$ cat config.mk
export PLATFORM = sky130hd
export DESIGN_NAME = media_status_unit
export DESIGN_NICKNAME = d
export VERILOG_FILES = /design/src/rtl/mstat_pkg.sv /design/src/rtl/mstat_steer.sv /design/src/rtl/mstat_lane.sv /design/src/rtl/mstat_head.sv /design/src/rtl/media_status_unit.sv
export SDC_FILE = /design/constraint.sdc
export NUM_CORES = 1
export LEC_CHECK = 0
export ABC_CLOCK_PERIOD_IN_PS = 1400
export BUFFER_PORTS_ARGS = -buffer_cell sky130_fd_sc_hd__buf_2
export CORE_MARGIN = 5
export CORE_UTILIZATION = 46
export CTS_BUF_LIST = sky130_fd_sc_hd__clkbuf_8 sky130_fd_sc_hd__clkbuf_16
export DETAILED_ROUTE_END_ITERATION = 10
export GPL_TIMING_DRIVEN = 0
export MAX_ROUTING_LAYER = met4
export PLACE_DENSITY_LB_ADDON = 0.05
export RECOVER_POWER = 25
export REMOVE_ABC_BUFFERS = 1
export SYNTH_ARGS = -nofsm -noshare
export SYNTH_HDL_FRONTEND = slang
export SYNTH_SLANG_ARGS = --single-unit
export TNS_END_PERCENT = 5
$ cat constraint.sdc
create_clock -name clk -period 1.4 [get_ports clk]
set_input_delay 0.07 -clock clk [delete_from_list [all_inputs] [get_ports clk]]
set_output_delay 0.07 -clock clk [all_outputs]
set_load 0.005 [all_outputs]
$ cat src/rtl/mstat_pkg.sv
package mstat_pkg;

  localparam int CAUSE_W_DEF  = 3;
  localparam int STICKY_W_DEF = 4;
  localparam int CAUSE_OVF_CODE = 1;

  // lane whose status an overflow updates
  function automatic logic f_lane_pick(input logic alt, input logic lane);
    return alt ? 1'b0 : lane;
  endfunction

  // overflow becomes an immediate request instead of an accumulated flag
  function automatic logic f_trap_now(input logic alt, input logic trap_en);
    return alt & trap_en;
  endfunction

endpackage

$ cat src/rtl/mstat_steer.sv
module mstat_steer #(
  parameter int CAUSE_W = mstat_pkg::CAUSE_W_DEF,
  parameter int LANES   = 2
) (
  input  logic               exc_valid,
  input  logic [CAUSE_W-1:0] exc_cause,
  input  logic               exc_lane,
  input  logic               alt_mode,
  input  logic               trap_en,
  input  logic               setup_valid,
  input  logic               setup_lane,
  input  logic               setup_keep,
  output logic [LANES-1:0]   lane_set,
  output logic [LANES-1:0]   lane_clr,
  output logic               aovf_set,
  output logic               trap_fire,
  output logic               ev_ovf
);
  logic tgt;

  assign ev_ovf    = exc_valid && (exc_cause == CAUSE_W'(mstat_pkg::CAUSE_OVF_CODE));
  assign tgt       = mstat_pkg::f_lane_pick(alt_mode, exc_lane);
  assign trap_fire = ev_ovf && mstat_pkg::f_trap_now(alt_mode, trap_en);
  assign aovf_set  = ev_ovf && !trap_fire;

  for (genvar i = 0; i < LANES; i++) begin : g_dec
    assign lane_set[i] = ev_ovf && (tgt == 1'(i));
    assign lane_clr[i] = setup_valid && !setup_keep && (setup_lane == 1'(i));
  end
endmodule

$ cat src/rtl/mstat_lane.sv
module mstat_lane #(
  parameter int STICKY_W = mstat_pkg::STICKY_W_DEF
) (
  input  logic                clk,
  input  logic                rst_n,
  input  logic                ld,
  input  logic                ld_ovf,
  input  logic [STICKY_W-1:0] ld_sticky,
  input  logic                set,
  input  logic                clr,
  input  logic [STICKY_W-1:0] sticky_in,
  output logic                ovf_q,
  output logic [STICKY_W-1:0] sticky_q
);
  always_ff @(posedge clk) begin
    if (!rst_n) begin
      ovf_q    <= 1'b0;
      sticky_q <= '0;
    end else if (ld) begin
      ovf_q    <= ld_ovf;
      sticky_q <= ld_sticky;
    end else if (set) begin
      ovf_q    <= 1'b1;
      sticky_q <= sticky_q | sticky_in;
    end else if (clr) begin
      ovf_q    <= 1'b0;
      sticky_q <= '0;
    end
  end
endmodule

$ cat src/rtl/mstat_head.sv
module mstat_head #(
  parameter int CAUSE_W = mstat_pkg::CAUSE_W_DEF
) (
  input  logic               clk,
  input  logic               rst_n,
  input  logic               ld,
  input  logic [CAUSE_W-1:0] ld_cause,
  input  logic               ld_aovf,
  input  logic               ld_trap_en,
  input  logic               cause_ev,
  input  logic [CAUSE_W-1:0] cause_in,
  input  logic               aovf_set,
  output logic [CAUSE_W-1:0] cause_q,
  output logic               aovf_q,
  output logic               trap_en_q
);
  always_ff @(posedge clk) begin
    if (!rst_n) begin
      cause_q   <= '0;
      aovf_q    <= 1'b0;
      trap_en_q <= 1'b0;
    end else if (ld) begin
      cause_q   <= ld_cause;
      aovf_q    <= ld_aovf;
      trap_en_q <= ld_trap_en;
    end else begin
      if (cause_ev && (cause_q == '0)) cause_q <= cause_in;
      if (aovf_set) aovf_q <= 1'b1;
    end
  end
endmodule

$ cat src/rtl/media_status_unit.sv
module media_status_unit #(
  parameter int CAUSE_W  = mstat_pkg::CAUSE_W_DEF,
  parameter int STICKY_W = mstat_pkg::STICKY_W_DEF,
  parameter int WORD_W   = CAUSE_W + STICKY_W + 3
) (
  input  logic                clk,
  input  logic                rst_n,
  input  logic                setup_valid,
  input  logic                setup_lane,
  input  logic                setup_keep,
  input  logic                exc_valid,
  input  logic [CAUSE_W-1:0]  exc_cause,
  input  logic                exc_lane,
  input  logic [STICKY_W-1:0] exc_sticky,
  input  logic                alt_mode,
  input  logic                sw_wr_en,
  input  logic                sw_wr_sel,
  input  logic [WORD_W-1:0]   sw_wr_data,
  output logic [WORD_W-1:0]   stat0_word,
  output logic [WORD_W-1:0]   stat1_word,
  output logic                trap_req
);
  localparam int LANES      = 2;
  localparam int OVF_BIT    = CAUSE_W;
  localparam int STICKY_LSB = CAUSE_W + 1;
  localparam int AOVF_BIT   = STICKY_LSB + STICKY_W;
  localparam int TRAPEN_BIT = AOVF_BIT + 1;

  // named internal events
  logic [LANES-1:0]   lane_set, lane_clr, lane_ld;
  logic               aovf_set, trap_fire, ev_ovf;
  logic [CAUSE_W-1:0] cause_q;
  logic               aovf_q, trap_en_q;
  logic [LANES-1:0]   ovf_q;
  logic [STICKY_W-1:0] sticky_q [LANES];

  mstat_steer #(.CAUSE_W(CAUSE_W), .LANES(LANES)) steer_i (
    .exc_valid  (exc_valid),
    .exc_cause  (exc_cause),
    .exc_lane   (exc_lane),
    .alt_mode   (alt_mode),
    .trap_en    (trap_en_q),
    .setup_valid(setup_valid),
    .setup_lane (setup_lane),
    .setup_keep (setup_keep),
    .lane_set   (lane_set),
    .lane_clr   (lane_clr),
    .aovf_set   (aovf_set),
    .trap_fire  (trap_fire),
    .ev_ovf     (ev_ovf)
  );

  mstat_head #(.CAUSE_W(CAUSE_W)) head_i (
    .clk       (clk),
    .rst_n     (rst_n),
    .ld        (lane_ld[0]),
    .ld_cause  (sw_wr_data[CAUSE_W-1:0]),
    .ld_aovf   (sw_wr_data[AOVF_BIT]),
    .ld_trap_en(sw_wr_data[TRAPEN_BIT]),
    .cause_ev  (exc_valid),
    .cause_in  (exc_cause),
    .aovf_set  (aovf_set),
    .cause_q   (cause_q),
    .aovf_q    (aovf_q),
    .trap_en_q (trap_en_q)
  );

  for (genvar i = 0; i < LANES; i++) begin : g_lane
    assign lane_ld[i] = sw_wr_en && (sw_wr_sel == 1'(i));
    mstat_lane #(.STICKY_W(STICKY_W)) lane_i (
      .clk      (clk),
      .rst_n    (rst_n),
      .ld       (lane_ld[i]),
      .ld_ovf   (sw_wr_data[OVF_BIT]),
      .ld_sticky(sw_wr_data[STICKY_LSB +: STICKY_W]),
      .set      (lane_set[i]),
      .clr      (lane_clr[i]),
      .sticky_in(exc_sticky),
      .ovf_q    (ovf_q[i]),
      .sticky_q (sticky_q[i])
    );
  end

  always_comb begin
    stat0_word = '0;
    stat0_word[CAUSE_W-1:0]              = cause_q;
    stat0_word[OVF_BIT]                  = ovf_q[0];
    stat0_word[STICKY_LSB +: STICKY_W]   = sticky_q[0];
    stat0_word[AOVF_BIT]                 = aovf_q;
    stat0_word[TRAPEN_BIT]               = trap_en_q;
    stat1_word = '0;
    stat1_word[OVF_BIT]                  = ovf_q[1];
    stat1_word[STICKY_LSB +: STICKY_W]   = sticky_q[1];
  end

  assign trap_req = trap_fire;
endmodule

# Yosys cells after proc, flatten, opt, wreduce, memory -nomap -nowiden
# Cells that the tools add are included.
classes:
  magnitude_cmp: 0
  n_div: 0
  muxes: 17
  n_eq_ne: 1
  n_mul: 0
  bitwise: 6
  n_reduce_logical: 18
  shift: 0
  addsub: 0
op_table:
  columns: ["op", "count"]
  rows:
  - ["$mux 4", 6]
  - ["$logic_and 1x1->1", 11]
  - ["$mux 1", 9]
  - ["$or 4x4->4", 2]
  - ["$mux 3", 2]
  - ["$reduce_bool 3->1", 2]
  - ["$reduce_bool 2->1", 2]
  - ["$eq 3x1->1 const B", 1]
  - ["$logic_not 3->1", 1]
  - ["$not 1->1", 3]
  - ["$logic_not 1->1", 2]
  - ["$and 1x1->1", 1]
totals:
  latch_bits: 0
  memories: 0
  rom_bits: 0
  out_inout_bits: 21
  regBits: 15
  wordCells: 49
  mem_bits_rw: 0

# Logic depth before layout (Yosys ltp)
logic_depth:
  ltp_word: 7
  depth_mapped: 4
  depth_no_buf: 3

# Cells and area by module
# From an unflattened synthesis, not the netlist that was laid out.
unflattened:
  cells_unflattened: 88
  area_unflattened_um2: 895.9
modules_own_cells:
  columns: ["mod", "cells_per_inst", "area_per_inst_um2", "n_inst", "seq_area_each_um2"]
  rows:
  - ["mstat_lane", 25, 246.5, 2, 100.1]
  - ["mstat_head", 18, 249.0, 1, 100.1]
  - ["mstat_steer", 10, 81.3, 1, 0.0]
  - ["media_status_unit", 10, 72.6, 1, 0.0]

# Least setup slack after synthesis
# No wires, ideal clock.
synth_timing:
  path_type: "input port to flip-flop"
  from: "in setup_keep"
  to: "reg g_lane[0].lane_i.ovf_q"
  stages: 3
  required_time_ps: 1277
  t_arrival_ps: 805
  setup_ps: 123
  path_slack_ps: 472
  cell_sequence: "or3b_1 -> a221oi_1 -> nor2_1"
synth_via:
  elab_chain_len: 4
synth_rtl:
  columns: ["element", "line_no", "source"]
  rows:
  - ["from (decl)", "media_status_unit.sv:10", "input logic setup_keep,"]
  - ["$logic_not 1->1", "mstat_steer.sv:28", "assign lane_clr[i] = setup_valid && !setup_keep && (setup_lane == 1'(i));"]
  - ["$logic_and 1x1->1 (2 in a row)", "mstat_steer.sv:28", null]
  - ["$reduce_bool 3->1 (no source line)", null, null]
  - ["to (signal assigned)", "mstat_lane.sv:20", "ovf_q <= ld_ovf;"]
  - ["to (decl)", "mstat_lane.sv:12", "output logic ovf_q,"]
# No other way between the ends.
# A chain may end at the register's enable or synchronous reset.

# Worst setup path after layout
layout_timing:
  from: "in sw_wr_en"
  to: "reg g_lane[0].lane_i.sticky_q[2]"
layout_via:
  elab_chain_len: 2
  word_cells_on_any_way: 3
layout_rtl:
  columns: ["element", "line_no", "source"]
  rows:
  - ["from (decl)", "media_status_unit.sv:16", "input logic sw_wr_en,"]
  - ["$logic_and 1x1->1 (*)", "media_status_unit.sv:69", "assign lane_ld[i] = sw_wr_en && (sw_wr_sel == 1'(i));"]
  - ["$reduce_bool 3->1 (no source line) / $mux 4 (equally long branches)", null, null]
  - ["to (signal assigned)", "mstat_lane.sv:21", "sticky_q <= ld_sticky;"]
  - ["to (signal assigned)", "mstat_lane.sv:24", "sticky_q <= sticky_q | sticky_in;"]
  - ["to (decl)", "mstat_lane.sv:13", "output logic [STICKY_W-1:0] sticky_q"]
# Mark *: on every way between the ends. The rest lies on a longest branch, timed or not.

==> flow_summary.json <==
{
  "ant_nets": 0,
  "grt_pass1_vias": 789,
  "ys_ff_latch": 15,
  "drt_iter0_markers": 5,
  "hold_viol": 0,
  "reg2reg_to": "head_i.cause_q[1]$_SDFFE_PN0P_",
  "r2r_slack_ps": 490,
  "hold_depth": 3,
  "criticalPathCategory": "in -> reg",
  "grt_max_degree": 13,
  "worstSetupEndpointType": "flop",
  "fin_skew_ps": 0.630,
  "cts_tree": "yes",
  "timing.fmax_mhz": 915,
  "cp.required_ps": 1560,
  "final_common_cell": "buf_2",
  "setup_viol": 0,
  "htree_levels": 1,
  "avgViaCountPerCell": 5.29,
  "diodes": 0,
  "r2r-start": "head_i.cause_q[0]$_SDFFE_PN0P_",
  "maxSlewViolCount": 0,
  "fp.coreArea_um2": 1750,
  "clk_pin_slew_worst_paths_ps": 70,
  "outcome": "complete, no violations",
  "rsz0062_at_grt": "no",
  "slew-limit-headroom_pct": 53.8,
  "num_vias": 846,
  "power.density_nw_per_um2": 956,
  "syn-cell-area_um2": 856,
  "routedWlPerCell_um": 13.8,
  "nNetsFinal": 163,
  "grt_pass1_wl_um": 3460,
  "io_buffers": 42,
  "yosysTopAreaCell": "dfxtp_1",
  "drive_gt1_share_pct": 41.5,
  "routed_wl_um": 2210,
  "place_area_um2": 1030,
  "worst_slack_ps": 307,
  "maxCapViolations": 0,
  "die_y_um": 53.1,
  "seqCellArea_um2": 300,
  "ff2ff_path_depth": 3,
  "post-cts-setup-buffer-count": 0,
  "grt-ovfl-total": 0,
  "worstHoldPathType": "in -> reg",
  "die_area_um2": 2820,
  "hp-start": "sw_wr_data[9]",
  "cp.arrival_ps": 1250,
  "synthTopCellsByArea": "dfxtp_1 (35%), buf_4 (9.6%), a2111oi_2 (7.0%)",
  "clock_path_buffers": 2,
  "min_period_over_period_pct": 78.1,
  "multiInputGateArea_um2": 484,
  "grt_usage_pct": 17.0,
  "fill_cells": 175,
  "die_w_um": 53.1,
  "yosys_warnings": 0,
  "gp_congestion": 0.801,
  "vdd_drop_max_uv": 827,
  "final_cell_area_um2": 1070,
  "cts_resized": 0,
  "yosysSeqAreaShare_pct": 35.1,
  "fin_cells": 160,
  "post-route-util_pct": 61.4,
  "start_util_pct": 49.0,
  "cts_buffers": 3,
  "finalCriticalPeriod_ps": 1090,
  "whs_endpoint": "head_i.trap_en_q$_SDFFE_PN0P_",
  "cts_hold_buffers": 0,
  "clk_latency_ps": 250,
  "drtPass1Iterations": 4,
  "synth_top_area_share_pct": 35.1,
  "avgSynthCellArea_um2": 8.91,
  "critPathMaxStageDelay_ps": 590,
  "yosysUniqueCellTypes": 26,
  "num_rows": 15,
  "dpl.cell_count": 156,
  "clock-sinks": 15,
  "most-common-layout-cells": "buf_2 (39), nand2_1 (15), dfxtp_1 (15)",
  "crit_chain": "buf_2 > nor2b_1 > a21oi_2 > a221oi_2",
  "synthCells": 96,
  "finalSetupTns_ps": 0,
  "antenna_found_initial": 0,
  "slowest_stage": "nor2b_1",
  "pin_count": 48,
  "drcViolationCount": 0,
  "leakage_nw": 0.466,
  "syn_to_final_growth_pct": 25.3,
  "start_kind": "input pin",
  "cts-root-buf": "clkbuf_8",
  "pre_cts_ws_ps": 53.5,
  "dp_hpwl_um": 1770,
  "tightest_slew_ps": 691,
  "worstPathMaxFanout": 9
}
sequential cells by signal, summed over array words and instances, names as in the netlist:
name	cells
g_lane.lane_i.sticky_q	8
g_lane.lane_i.ovf_q	2
head_i.trap_en_q	1
head_i.aovf_q	1
head_i.cause_q	3
power breakdown:
group	switching [W]	internal [W]	total [W]
combinational	0.000108	0.0000906	0.000198
sequential	0.0000196	0.000454	0.000474
clock	0.000156	0.000197	0.000352
total	0.000283	0.000742	0.00102
Yosys cell counts:
cell type / count
a2111oi_2: 4
a211oi_1: 4
a21boi_4: 1
a21oi_1: 5
a21oi_2: 1
a221oi_1: 1
a221oi_2: 4
a22oi_1: 1
a31oi_1: 1
and3_1: 1
and4bb_2: 1
buf_4: 11
conb_1: 1
dfxtp_1: 15
inv_1: 1
nand2_1: 15
nand2_2: 1
nand2b_1: 2
nand3b_1: 1
nor2_1: 8
nor2b_1: 2
nor3_1: 2
nor4bb_1: 2
o21ai_0: 8
o21ai_2: 2
or3b_1: 1
metal layers:
layer	track usage [%]	wire, um
met1	21.9	996
met2	27.3	1060
met3	2.82	148
met4	5.11	6
met5	-	0
cell type report:
| class | count | area share (%) |
|---|---|---|
| sequential | 15 | 28.0 |
| inverter | 1 | 0.350 |
| clock inverter | 1 | 0.467 |
| tap | 25 | 2.92 |
| timing repair buffer | 42 | 19.3 |
| multi-input combinational | 73 | 45.2 |
| clock buffer | 3 | 3.85 |
worst max-delay path, delay by kind of cell:
family	cells	cell delay, ps
simple gates	1	590
compound gates	2	440
buf+inv	1	150
through the flow:
step / power, W / hold slack [ps]
floorplan: 0.000588 / 206
global placement: 0.000678 / 317
detailed placement: 0.000684 / 330
CTS: 0.00103 / 72.6
global route: 0.00108 / 82.2
finish: 0.00102 / 73.3
cells by family after synthesis:
group / synth area share, %
flops: 35.1
compound gates: 33.0
simple gates: 21.3
buf+inv: 10.1
other cells: 0.438
worst max path at each step:
stage,start,end,slack [ps],cells past startpoint
final,sw_wr_en,g_lane[0].lane_i.sticky_q[2]$_SDFFE_PN0P_,310,4
after global routing,sw_wr_en,g_lane[0].lane_i.sticky_q[2]$_SDFFE_PN0P_,200,4
after CTS,sw_wr_en,g_lane[0].lane_i.sticky_q[2]$_SDFFE_PN0P_,320,4
after detailed placement,sw_wr_en,g_lane[0].lane_i.sticky_q[0]$_SDFFE_PN0P_,50,4
after global placement,sw_wr_en,g_lane[0].lane_i.sticky_q[2]$_SDFFE_PN0P_,50,4
after floorplan,setup_keep,g_lane[0].lane_i.ovf_q$_SDFFE_PN0P_,470,3
(Power assumes the default switching activity.)
